## src/rtl/serial_xcvr_pkg.sv

```systemverilog
package serial_xcvr_pkg;

  localparam int OVS       = 16;
  localparam int MIN_DATA  = 5;
  localparam int MAX_DATA  = 8;
  localparam int FRAME_MAX = 1 + MAX_DATA + 1;
  localparam int LEN_W     = 4;
  localparam int FMT_W     = 6;
  localparam int DIV_LSB   = 8;

  localparam int ADDR_CTRL = 0;
  localparam int ADDR_STAT = 1;
  localparam int ADDR_DATA = 2;

  typedef enum logic [1:0] {
    STOP_1   = 2'd0,
    STOP_1P5 = 2'd1,
    STOP_2   = 2'd2,
    STOP_2B  = 2'd3
  } stopSelE;

  // packed order puts lenSel in the two low bits of the control word
  typedef struct packed {
    stopSelE    stopSel;
    logic       parityOdd;
    logic       parityOn;
    logic [1:0] lenSel;
  } fmtT;

  typedef struct packed {
    logic                txLoad;
    logic [MAX_DATA-1:0] txByte;
  } ctlStrobeT;

  typedef struct packed {
    logic                txBusy;
    logic                rxDone;
    logic                parityBad;
    logic                frameBad;
    logic [MAX_DATA-1:0] rxByte;
  } dpEventT;

  typedef struct packed {
    logic ready;
    logic parityErr;
    logic frameErr;
  } rxFlagsT;

endpackage

```

## src/rtl/serial_xcvr_tick.sv

```systemverilog
module serial_xcvr_tick #(
  parameter int DIV_W = 8
) (
  input  logic             clk,
  input  logic             rstN,
  input  logic             restart,
  input  logic [DIV_W-1:0] divisor,
  output logic             tick
);

  logic [DIV_W-1:0] count;

  always_ff @(posedge clk or negedge rstN) begin
    if (!rstN) begin
      count <= '0;
    end else if (restart || count == divisor) begin
      count <= '0;
    end else begin
      count <= count + 1'b1;
    end
  end

  assign tick = !restart && (count == divisor);

endmodule

```

## src/rtl/serial_xcvr_ctrl.sv

```systemverilog
module serial_xcvr_ctrl
  import serial_xcvr_pkg::*;
#(
  parameter int DATA_W = 16,
  parameter int ADDR_W = 2,
  parameter int DIV_W  = 8
) (
  input  logic              clk,
  input  logic              rstN,
  input  logic [ADDR_W-1:0] addr,
  input  logic              wrEn,
  input  logic              rdEn,
  input  logic [DATA_W-1:0] wrData,
  output logic [DATA_W-1:0] rdData,
  output fmtT               fmt,
  output logic [DIV_W-1:0]  divisor,
  output ctlStrobeT         strobe,
  output rxFlagsT           rxFlags,
  input  dpEventT           dpEv
);

  logic                selCtrl, selStat, selData;
  logic                rxTake;
  logic [MAX_DATA-1:0] rxByteQ;

  assign selCtrl = (addr == ADDR_W'(ADDR_CTRL));
  assign selStat = (addr == ADDR_W'(ADDR_STAT));
  assign selData = (addr == ADDR_W'(ADDR_DATA));
  assign rxTake  = rdEn && selData;

  // format and divisor
  always_ff @(posedge clk or negedge rstN) begin
    if (!rstN) begin
      fmt     <= '{stopSel: STOP_1, parityOdd: 1'b0, parityOn: 1'b0, lenSel: 2'b11};
      divisor <= '0;
    end else if (wrEn && selCtrl) begin
      fmt     <= fmtT'(wrData[FMT_W-1:0]);
      divisor <= wrData[DIV_LSB +: DIV_W];
    end
  end

  // transmit acceptance: only when the datapath reports idle
  always_comb begin
    strobe.txLoad = wrEn && selData && !dpEv.txBusy;
    strobe.txByte = wrData[MAX_DATA-1:0];
  end

  // receive holding register; completion takes priority over a clearing read
  always_ff @(posedge clk or negedge rstN) begin
    if (!rstN) begin
      rxFlags <= '0;
      rxByteQ <= '0;
    end else if (dpEv.rxDone) begin
      rxFlags.ready     <= 1'b1;
      rxFlags.parityErr <= dpEv.parityBad;
      rxFlags.frameErr  <= dpEv.frameBad;
      rxByteQ           <= dpEv.rxByte;
    end else if (rxTake) begin
      rxFlags <= '0;
    end
  end

  always_comb begin
    rdData = '0;
    if (selCtrl) begin
      rdData[FMT_W-1:0]          = fmt;
      rdData[DIV_LSB +: DIV_W]   = divisor;
    end else if (selStat) begin
      rdData[0] = !dpEv.txBusy;
      rdData[1] = rxFlags.ready;
      rdData[2] = rxFlags.parityErr;
      rdData[3] = rxFlags.frameErr;
    end else if (selData) begin
      rdData[MAX_DATA-1:0] = rxByteQ;
    end
  end

endmodule

```

## src/rtl/serial_xcvr_dp.sv

```systemverilog
module serial_xcvr_dp
  import serial_xcvr_pkg::*;
#(
  parameter int DIV_W = 8
) (
  input  logic             clk,
  input  logic             rstN,
  input  fmtT              fmt,
  input  logic [DIV_W-1:0] divisor,
  input  ctlStrobeT        strobe,
  input  logic             rxIn,
  output logic             txOut,
  output dpEventT          dpEv
);

  localparam int CNT_W  = 6;
  localparam int RCNT_W = 4;
  localparam int NDIR   = 2;
  localparam int DIR_TX = 0;
  localparam int DIR_RX = 1;

  typedef enum logic [1:0] {RX_IDLE, RX_START, RX_BITS} rxStateE;

  logic [NDIR-1:0] restart, tick;

  genvar g;
  generate
    for (g = 0; g < NDIR; g++) begin : g_tick
      serial_xcvr_tick #(.DIV_W(DIV_W)) tick_i (
        .clk     (clk),
        .rstN    (rstN),
        .restart (restart[g]),
        .divisor (divisor),
        .tick    (tick[g])
      );
    end
  endgenerate

  // format decode shared by both directions
  logic [LEN_W-1:0]    dataLen;
  logic [MAX_DATA-1:0] dataMask;
  logic [CNT_W-1:0]    stopTicks;

  always_comb begin
    dataLen = LEN_W'(MIN_DATA) + LEN_W'(fmt.lenSel);
    for (int i = 0; i < MAX_DATA; i++) begin
      dataMask[i] = (LEN_W'(i) < dataLen);
    end
    case (fmt.stopSel)
      STOP_1:   stopTicks = CNT_W'(OVS);
      STOP_1P5: stopTicks = CNT_W'(OVS + OVS / 2);
      default:  stopTicks = CNT_W'(2 * OVS);
    endcase
  end

  // ---------------- transmit ----------------
  logic [FRAME_MAX-1:0] txFrameNext, txShift;
  logic [LEN_W-1:0]     txBitsNext, txLeft;
  logic [CNT_W-1:0]     txCnt;
  logic                 txBusy, txStop, txLine;
  logic [MAX_DATA-1:0]  txData;

  always_comb begin
    txData      = strobe.txByte & dataMask;
    txFrameNext = '1;
    txFrameNext[0] = 1'b0;
    for (int i = 0; i < MAX_DATA; i++) begin
      if (dataMask[i]) txFrameNext[i+1] = txData[i];
    end
    if (fmt.parityOn) txFrameNext[LEN_W'(1) + dataLen] = (^txData) ^ fmt.parityOdd;
    txBitsNext = LEN_W'(1) + dataLen + LEN_W'(fmt.parityOn);
  end

  assign restart[DIR_TX] = strobe.txLoad;

  always_ff @(posedge clk or negedge rstN) begin
    if (!rstN) begin
      txBusy  <= 1'b0;
      txStop  <= 1'b0;
      txShift <= '1;
      txLeft  <= '0;
      txCnt   <= '0;
      txLine  <= 1'b1;
    end else if (strobe.txLoad) begin
      txBusy  <= 1'b1;
      txStop  <= 1'b0;
      txShift <= txFrameNext;
      txLeft  <= txBitsNext;
      txCnt   <= '0;
      txLine  <= txFrameNext[0];
    end else if (txBusy && tick[DIR_TX]) begin
      if (!txStop) begin
        if (txCnt == CNT_W'(OVS - 1)) begin
          txCnt <= '0;
          if (txLeft == LEN_W'(1)) begin
            txStop <= 1'b1;
            txLine <= 1'b1;
          end else begin
            txShift <= txShift >> 1;
            txLine  <= txShift[1];
            txLeft  <= txLeft - 1'b1;
          end
        end else begin
          txCnt <= txCnt + 1'b1;
        end
      end else if (txCnt == stopTicks - 1'b1) begin
        txBusy <= 1'b0;
        txStop <= 1'b0;
        txCnt  <= '0;
      end else begin
        txCnt <= txCnt + 1'b1;
      end
    end
  end

  assign txOut = txLine;

  // ---------------- receive ----------------
  rxStateE           rxState;
  logic              rxMeta, rxSync, rxPrev, rxFall;
  logic [RCNT_W-1:0] rxCnt;
  logic [LEN_W-1:0]  rxIdx, rxBits;
  logic [MAX_DATA:0] rxShift;
  logic              rxLast;

  assign rxFall          = rxPrev && !rxSync;
  assign restart[DIR_RX] = (rxState == RX_IDLE) && rxFall;
  assign rxBits          = dataLen + LEN_W'(fmt.parityOn);
  assign rxLast          = tick[DIR_RX] && (rxState == RX_BITS) &&
                           (rxCnt == RCNT_W'(OVS - 1)) && (rxIdx == rxBits);

  always_ff @(posedge clk or negedge rstN) begin
    if (!rstN) begin
      rxMeta <= 1'b1;
      rxSync <= 1'b1;
      rxPrev <= 1'b1;
    end else begin
      rxMeta <= rxIn;
      rxSync <= rxMeta;
      rxPrev <= rxSync;
    end
  end

  always_ff @(posedge clk or negedge rstN) begin
    if (!rstN) begin
      rxState <= RX_IDLE;
      rxCnt   <= '0;
      rxIdx   <= '0;
      rxShift <= '0;
    end else begin
      case (rxState)
        RX_IDLE: begin
          if (rxFall) begin
            rxState <= RX_START;
            rxCnt   <= '0;
          end
        end
        RX_START: begin
          if (tick[DIR_RX]) begin
            if (rxCnt == RCNT_W'(OVS / 2 - 1)) begin
              rxCnt   <= '0;
              rxIdx   <= '0;
              rxState <= rxSync ? RX_IDLE : RX_BITS;
            end else begin
              rxCnt <= rxCnt + 1'b1;
            end
          end
        end
        RX_BITS: begin
          if (tick[DIR_RX]) begin
            if (rxCnt == RCNT_W'(OVS - 1)) begin
              rxCnt <= '0;
              if (rxIdx == rxBits) begin
                rxState <= RX_IDLE;
              end else begin
                rxShift[rxIdx] <= rxSync;
                rxIdx          <= rxIdx + 1'b1;
              end
            end else begin
              rxCnt <= rxCnt + 1'b1;
            end
          end
        end
        default: rxState <= RX_IDLE;
      endcase
    end
  end

  logic [MAX_DATA-1:0] rxData;
  assign rxData = rxShift[MAX_DATA-1:0] & dataMask;

  always_comb begin
    dpEv.txBusy    = txBusy;
    dpEv.rxDone    = rxLast;
    dpEv.rxByte    = rxData;
    dpEv.frameBad  = !rxSync;
    dpEv.parityBad = fmt.parityOn && ((^rxData) ^ rxShift[dataLen] ^ fmt.parityOdd);
  end

endmodule

```

## src/rtl/serial_xcvr.sv

```systemverilog
module serial_xcvr
  import serial_xcvr_pkg::*;
#(
  parameter int DATA_W = 16,
  parameter int ADDR_W = 2,
  parameter int DIV_W  = 8
) (
  input  logic              clk,
  input  logic              rstN,
  input  logic [ADDR_W-1:0] addr,
  input  logic              wrEn,
  input  logic              rdEn,
  input  logic [DATA_W-1:0] wrData,
  output logic [DATA_W-1:0] rdData,
  input  logic              rxIn,
  output logic              txOut
);

  fmtT              fmt;
  logic [DIV_W-1:0] divisor;
  ctlStrobeT        strobe;
  dpEventT          dpEv;
  rxFlagsT          rxFlags;

  serial_xcvr_ctrl #(.DATA_W(DATA_W), .ADDR_W(ADDR_W), .DIV_W(DIV_W)) ctrl_i (
    .clk     (clk),
    .rstN    (rstN),
    .addr    (addr),
    .wrEn    (wrEn),
    .rdEn    (rdEn),
    .wrData  (wrData),
    .rdData  (rdData),
    .fmt     (fmt),
    .divisor (divisor),
    .strobe  (strobe),
    .rxFlags (rxFlags),
    .dpEv    (dpEv)
  );

  serial_xcvr_dp #(.DIV_W(DIV_W)) dp_i (
    .clk     (clk),
    .rstN    (rstN),
    .fmt     (fmt),
    .divisor (divisor),
    .strobe  (strobe),
    .rxIn    (rxIn),
    .txOut   (txOut),
    .dpEv    (dpEv)
  );

endmodule

```

## config.mk

```make
export PLATFORM = sky130hd
export DESIGN_NAME = serial_xcvr
export DESIGN_NICKNAME = d
export VERILOG_FILES = /design/src/rtl/serial_xcvr_pkg.sv /design/src/rtl/serial_xcvr_tick.sv /design/src/rtl/serial_xcvr_ctrl.sv /design/src/rtl/serial_xcvr_dp.sv /design/src/rtl/serial_xcvr.sv
export SDC_FILE = /design/constraint.sdc
export NUM_CORES = 1
export LEC_CHECK = 0
export CAP_MARGIN = 15
export CORE_AREA = 3 3 110 112
export DETAILED_ROUTE_END_ITERATION = 12
export DIE_AREA = 0 0 113 115
export PLACE_DENSITY = 0.7
export SKIP_LAST_GASP = 1
export SLEW_MARGIN = 20
export SYNTH_ARGS = -nofsm -noshare
export SYNTH_HDL_FRONTEND = slang
export SYNTH_SLANG_ARGS = --single-unit
export TNS_END_PERCENT = 30
```

## constraint.sdc

```tcl
create_clock -name clk -period 2.8 [get_ports clk]
set_clock_uncertainty 0.1 [all_clocks]
set_input_delay 0.28 -clock clk [delete_from_list [all_inputs] [get_ports clk]]
set_output_delay 0.28 -clock clk [all_outputs]
set_load 0.02 [all_outputs]
```

Yosys cells after proc, flatten, opt, wreduce, memory -nomap -nowiden
Cells that the tools add are included.
{ "totals": {"register_bits": 86, "out_inout_bits": 17, "elab_cells": 194} }
{ "classes": {"n_addsub": 11, "n_lt_le_gt_ge": 13, "n_eq_ne": 22, "n_mux": 78, "bitwise_logic": 6, "reduce_logical": 40} }
{ "op_table": {"columns": ["cell", "n"], "rows": [
  ["$mux 4", 17],
  ["$mux 10", 6],
  ["$mux 6", 6],
  ["$mux 8", 4],
  ["$mux 1", 26],
  ["$add 8x1->8 const B", 2],
  ["$and 8x8->8", 2],
  ["$eq 8x8->1", 2],
  ["$lt 3x4->1 const A", 4],
  ["$mux 2", 8],
  ["$reduce_xor 8->1", 2],
  ["$logic_and 1x1->1", 15],
  ["$lt 4x5->1 const B", 3],
  ["$ne 2x2->1 const B", 7],
  ["$pmux 4 s3", 1],
  ["$pmux 6 s2", 1],
  ["$reduce_and 4->1", 3],
  ["$reduce_and 6->1", 2],
  ["$reduce_bool 2->1", 6],
  ["$bwmux 10", 1],
  ["$bwmux 9", 1],
  ["$add 4x1->4", 2],
  ["$add 4x1->4 const B", 2],
  ["$demux 1 s4", 2],
  ["28 further kinds", 45]
]} }

Depth between registers and ports, before layout
{ "depth": {"ltp_word": 9, "ltp_mapped": 12} }

Cells and area by module
From an unflattened synthesis, not the netlist that was laid out.
{ "hier_totals": {"hier_cells": 494, "area_unflattened_um2": 5267.6} }
{ "by_module_without_submodules": {"columns": ["mod", "n_inst", "cells_per_inst", "area_per_inst_um2", "seq_area_each_um2"], "rows": [
  ["serial_xcvr_dp", 1, 306, 2992.9, 1117.3],
  ["serial_xcvr_ctrl", 1, 96, 1226.2, 628.1],
  ["serial_xcvr_tick", 2, 46, 524.3, 200.2]
]} }

Least setup slack after synthesis
Ideal clock, no wire load.
{ "synth_path": {"kind": "reg-to-reg", "startpoint": "register, netlist name ctrl_i.fmt[0]", "endpoint": "register ctrl_i.rxByteQ[3]", "setup_time_ns": 0.128, "arrival_time_ns": 2.696, "required_time_ns": 2.572, "slack_ns": -0.124, "path_stages_with_launch": 11, "synth_period_minus_slack_ns": 2.924, "path_cell_list": "dfstp_2 inv_1 ha_1 inv_1 fa_1 xor2_1 nand2_1 o21bai_1 or4_1 buf_2 mux2_1"} }
{ "synth_via": {"elab_chain_cells": 4, "word_cells_on_any_way": 6, "classes_between": "add/sub (2); order compare (1); eq/ne (1); bitwise (1); reduce/logical (1)"} }
{ "synth_lines": {"columns": ["element", "line_no", "rtl"], "rows": [
  ["$add 3x2->4 *", "serial_xcvr_dp.sv:45", "dataLen = LEN_W'(MIN_DATA) + LEN_W'(fmt.lenSel);"],
  ["$add 4x1->4", "serial_xcvr_dp.sv:128", "assign rxBits = dataLen + LEN_W'(fmt.parityOn);"],
  ["$eq 4x4->1", "serial_xcvr_dp.sv:130", "(rxCnt == RCNT_W'(OVS - 1)) && (rxIdx == rxBits);"],
  ["$logic_and 1x1->1", "serial_xcvr_dp.sv:130", null],
  ["to (signal assigned)", "serial_xcvr_ctrl.sv:57", "rxByteQ <= dpEv.rxByte;"],
  ["to (decl)", "serial_xcvr_ctrl.sv:24", "logic [MAX_DATA-1:0] rxByteQ;"]
]} }
Every way passes the cells marked *; elsewhere a longest branch is shown, timed or not.
A chain may end at the register's enable or synchronous reset.

Worst setup path in the final report
{ "layout_path": {"startpoint": "register, netlist name ctrl_i.fmt[0]", "endpoint": "register ctrl_i.rxByteQ[3]"} }
{ "layout_via": {"elab_chain_cells": 4, "word_cells_on_any_way": 6, "classes_between": "add/sub (2); order compare (1); eq/ne (1); bitwise (1); reduce/logical (1)"} }
{ "layout_lines": {"columns": ["element", "line_no"], "rows": [
  ["$add 3x2->4 *", "serial_xcvr_dp.sv:45"],
  ["$add 4x1->4", "serial_xcvr_dp.sv:128"],
  ["$eq 4x4->1", "serial_xcvr_dp.sv:130"],
  ["$logic_and 1x1->1", "serial_xcvr_dp.sv:130"]
]} }
Marked as above.

==> impl_metrics.ini <==
[cells_and_area]
instances_no_fill = 704
fin_area_um2 = 6050
final_nets = 604
layout_common_cells = 70 x dfrtp_1, 40 x nand2_1, 38 x clkdlybuf4s50_1, 36 x nor2_1
fill_cells = 1027
mostFrequentLayoutCell = dfrtp_1
syn_to_final_growth_pct = 20.7
diodes = 0
drive_above_1_share_pct = 18.0
seqCellArea_um2 = 2150
multi_input_area_um2 = 2750

[run_status]
status = finished, violations left
violations = negative setup slack

[drt]
num_vias = 3790
wl_per_cell_um = 15.2
post_drt_via_cell_ratio = 5.38
ant_nets = 0
dr.pass1.iters = 4
routed_wirelength_um = 10700
drtIter0Drc = 241
drc = 0

[worst_setup_path]
crit_arrival_ps = 2910
cp-end-kind = register
crit_fanout = 9
regToRegSetupSlack_ps = -2
startpoint_type = register
required_ps = 2910
reg2reg_depth = 9
rr_endpoint = ctrl_i.rxByteQ[3]
path_class = register to register
rr_startpoint = ctrl_i.fmt[0]

[synthesis]
synth-async-reset-ratio_pct = 100
ys_types = 62
postSynthAreaPerCell_um2 = 10.1
synth_top_cell_by_area = dfrtp_1
syn_nets = 546
synth_area_leaders = dfrtp_1 35%, dfstp_2 7.9%, ha_1 6.0%
ys_seq_elements = 85
yosysSeqAreaShare_pct = 42.8
yosysWarnings = 0
postSynthCellCount = 498
synth_ff_type = dfrtp_1
synth-edff-count = 0
synth_top_area_share_pct = 34.9
synth_area_um2 = 5010

[global_route]
antenna_found_initial = 0
grt_pass1_wl_um = 18100
overflow = 0
grt_max_degree = 84
grt_usage_pct = 17.0
grt_pass1_vias = 3774

[min_path]
hold_class = register to register
min_from = dp_i.rxMeta
whs_path_depth = 0
min_to = dp_i.rxSync

[sta]
hold-worst-slack_ps = 254
final_hold_viol_count = 0
maxSlewHeadroom_pct = 49.8
slew_viol_final = 0
min_period_over_period_pct = 100
worst_slew_pin_slew_ps = 753
rsz0062_at_grt = true
worst_slack_ps = -1.61
fmax_mhz = 357
finalSetupViolCount = 1
period_minus_slack_ps = 2800

[floorplan]
num_rows = 39
io_pins = 40
core_um2 = 11300
start_util_pct = 44.3
die_w_um = 113
die_area_um2 = 13000
die-height_um = 115

[clocking]
cts_sinks = 85
cts_buffers = 9
htreeDepth = 3
cts_root_buf = clkbuf_16
clk_latency_ps = 330
clk_path_buf_depth = 2
clk_pin_slew_worst_paths_ps = 60
cts_tree = done

[placed_design]
dp_hpwl_um = 7780
pre_cts_slack_ps = -47.6
place_area_um2 = 5700
dpl.cell_count = 685
io_buffers = 39
gp_congestion = 0.876

[pwr]
peakVddDrop_v = 0.000398
p_leak_nw = 2.64
p_per_area_nw_per_um2 = 720

[run]
max_cap_viol_count = 0
[routing by layer]
metal	wire length, µm	track usage (%)	part of all wire (%)
met1	5050	22.8	47
met4	130	5.61	1.2
met5	0	0	0
met3	263	2.95	2.5
met2	5270	28.2	49
[sequential cells by signal, summed over array words and instances, names as in the netlist]
signal	flops
dp_i.g_tick.tick_i.count	16
dp_i.rxShift	9
dp_i.txShift	9
ctrl_i.divisor	8
ctrl_i.rxByteQ	8
ctrl_i.fmt	6
dp_i.txCnt	6
dp_i.rxCnt	4
dp_i.rxIdx	4
dp_i.txLeft	4
ctrl_i.rxFlags	3
dp_i.rxState	2
dp_i.rxMeta	1
dp_i.rxPrev	1
dp_i.rxSync	1
dp_i.txBusy	1
dp_i.txOut	1
dp_i.txStop	1
[cells by family after synthesis]
logic type	after synthesis	synth area share, %
fa+ha+maj	25	6.39
xor+xnor	49	8.83
simple gates	169	18.2
flops	85	42.8
mux	43	9.48
buf+inv	41	3.32
compound gates	86	11.0
[repair_timing]
| action | in CTS | in global routing |
|---|---|---|
| hold endpoints to repair | 0 | 66 |
| hold buffers | 0 | 1 |
| gates resized for setup | 4 | 7 |
| setup buffers | 3 | 0 |
| endpoints found under the setup margin | 5 | 12 |
[worst max-delay path by stage]
stage | startpoint | slack (ps) | to | cells past startpoint
floorplan | ctrl_i.fmt[0] | 20 | ctrl_i.rxByteQ[3] | 10
global placement | ctrl_i.fmt[0] | 5 | ctrl_i.rxByteQ[4] | 10
detailed placement | ctrl_i.fmt[0] | -50 | ctrl_i.rxByteQ[3] | 10
CTS | ctrl_i.fmt[0] | -20 | ctrl_i.rxByteQ[3] | 10
global route | ctrl_i.fmt[0] | -70 | ctrl_i.rxFlags[0] | 11
finish | ctrl_i.fmt[0] | -2 | ctrl_i.rxByteQ[3] | 9
[synth_stat cells (8+ instances only)]
cell type / number
ha_1: 24
inv_1: 21
a21oi_1: 14
dfstp_2: 15
nand3_1: 22
nand2_1: 40
o21ai_0: 30
xor2_1: 30
xnor2_1: 18
and3_1: 9
and2_1: 11
nor2_1: 36
mux2i_1: 16
dfrtp_1: 70
nand4_1: 8
clkbuf_1: 15
mux2_2: 24
[where the power goes]
part	switching (mW)	internal [mW]	total, mW
combinational	0.707	0.659	1.37
sequential	0.303	1.52	1.82
clock	0.456	0.716	1.17
[final cells by class]
type / instances / area share, %
Multi-Input combinational cell: 372 / 45.5
Sequential cell: 85 / 35.4
Timing Repair Buffer: 67 / 9.98
Clock buffer: 14 / 4.20
Tap cell: 143 / 2.96
Inverter: 21 / 1.34
Clock inverter: 2 / 0.579
[through the flow]
stage / TNS, ps / utilization, % / power, mW
floorplan: 0 / - / 2.73
global placement: 0 / 50.3 / 3.10
detailed placement: -95.0 / 50.3 / 3.17
CTS: -26.1 / 53.2 / 4.36
global route: -390 / 53.5 / 4.66
finish: -1.61 / 53.5 / 4.36
[critical path, cell delays in order (launching register included)]
cell and delay [ps]:
dfstp_2 550, inv_4 50, ha_4 150, inv_2 40, fa_1 430, xor2_1 200, nand2_1 110, o21bai_4 180
or4_4 520, mux2_1 340
(Power assumes the default switching activity.)
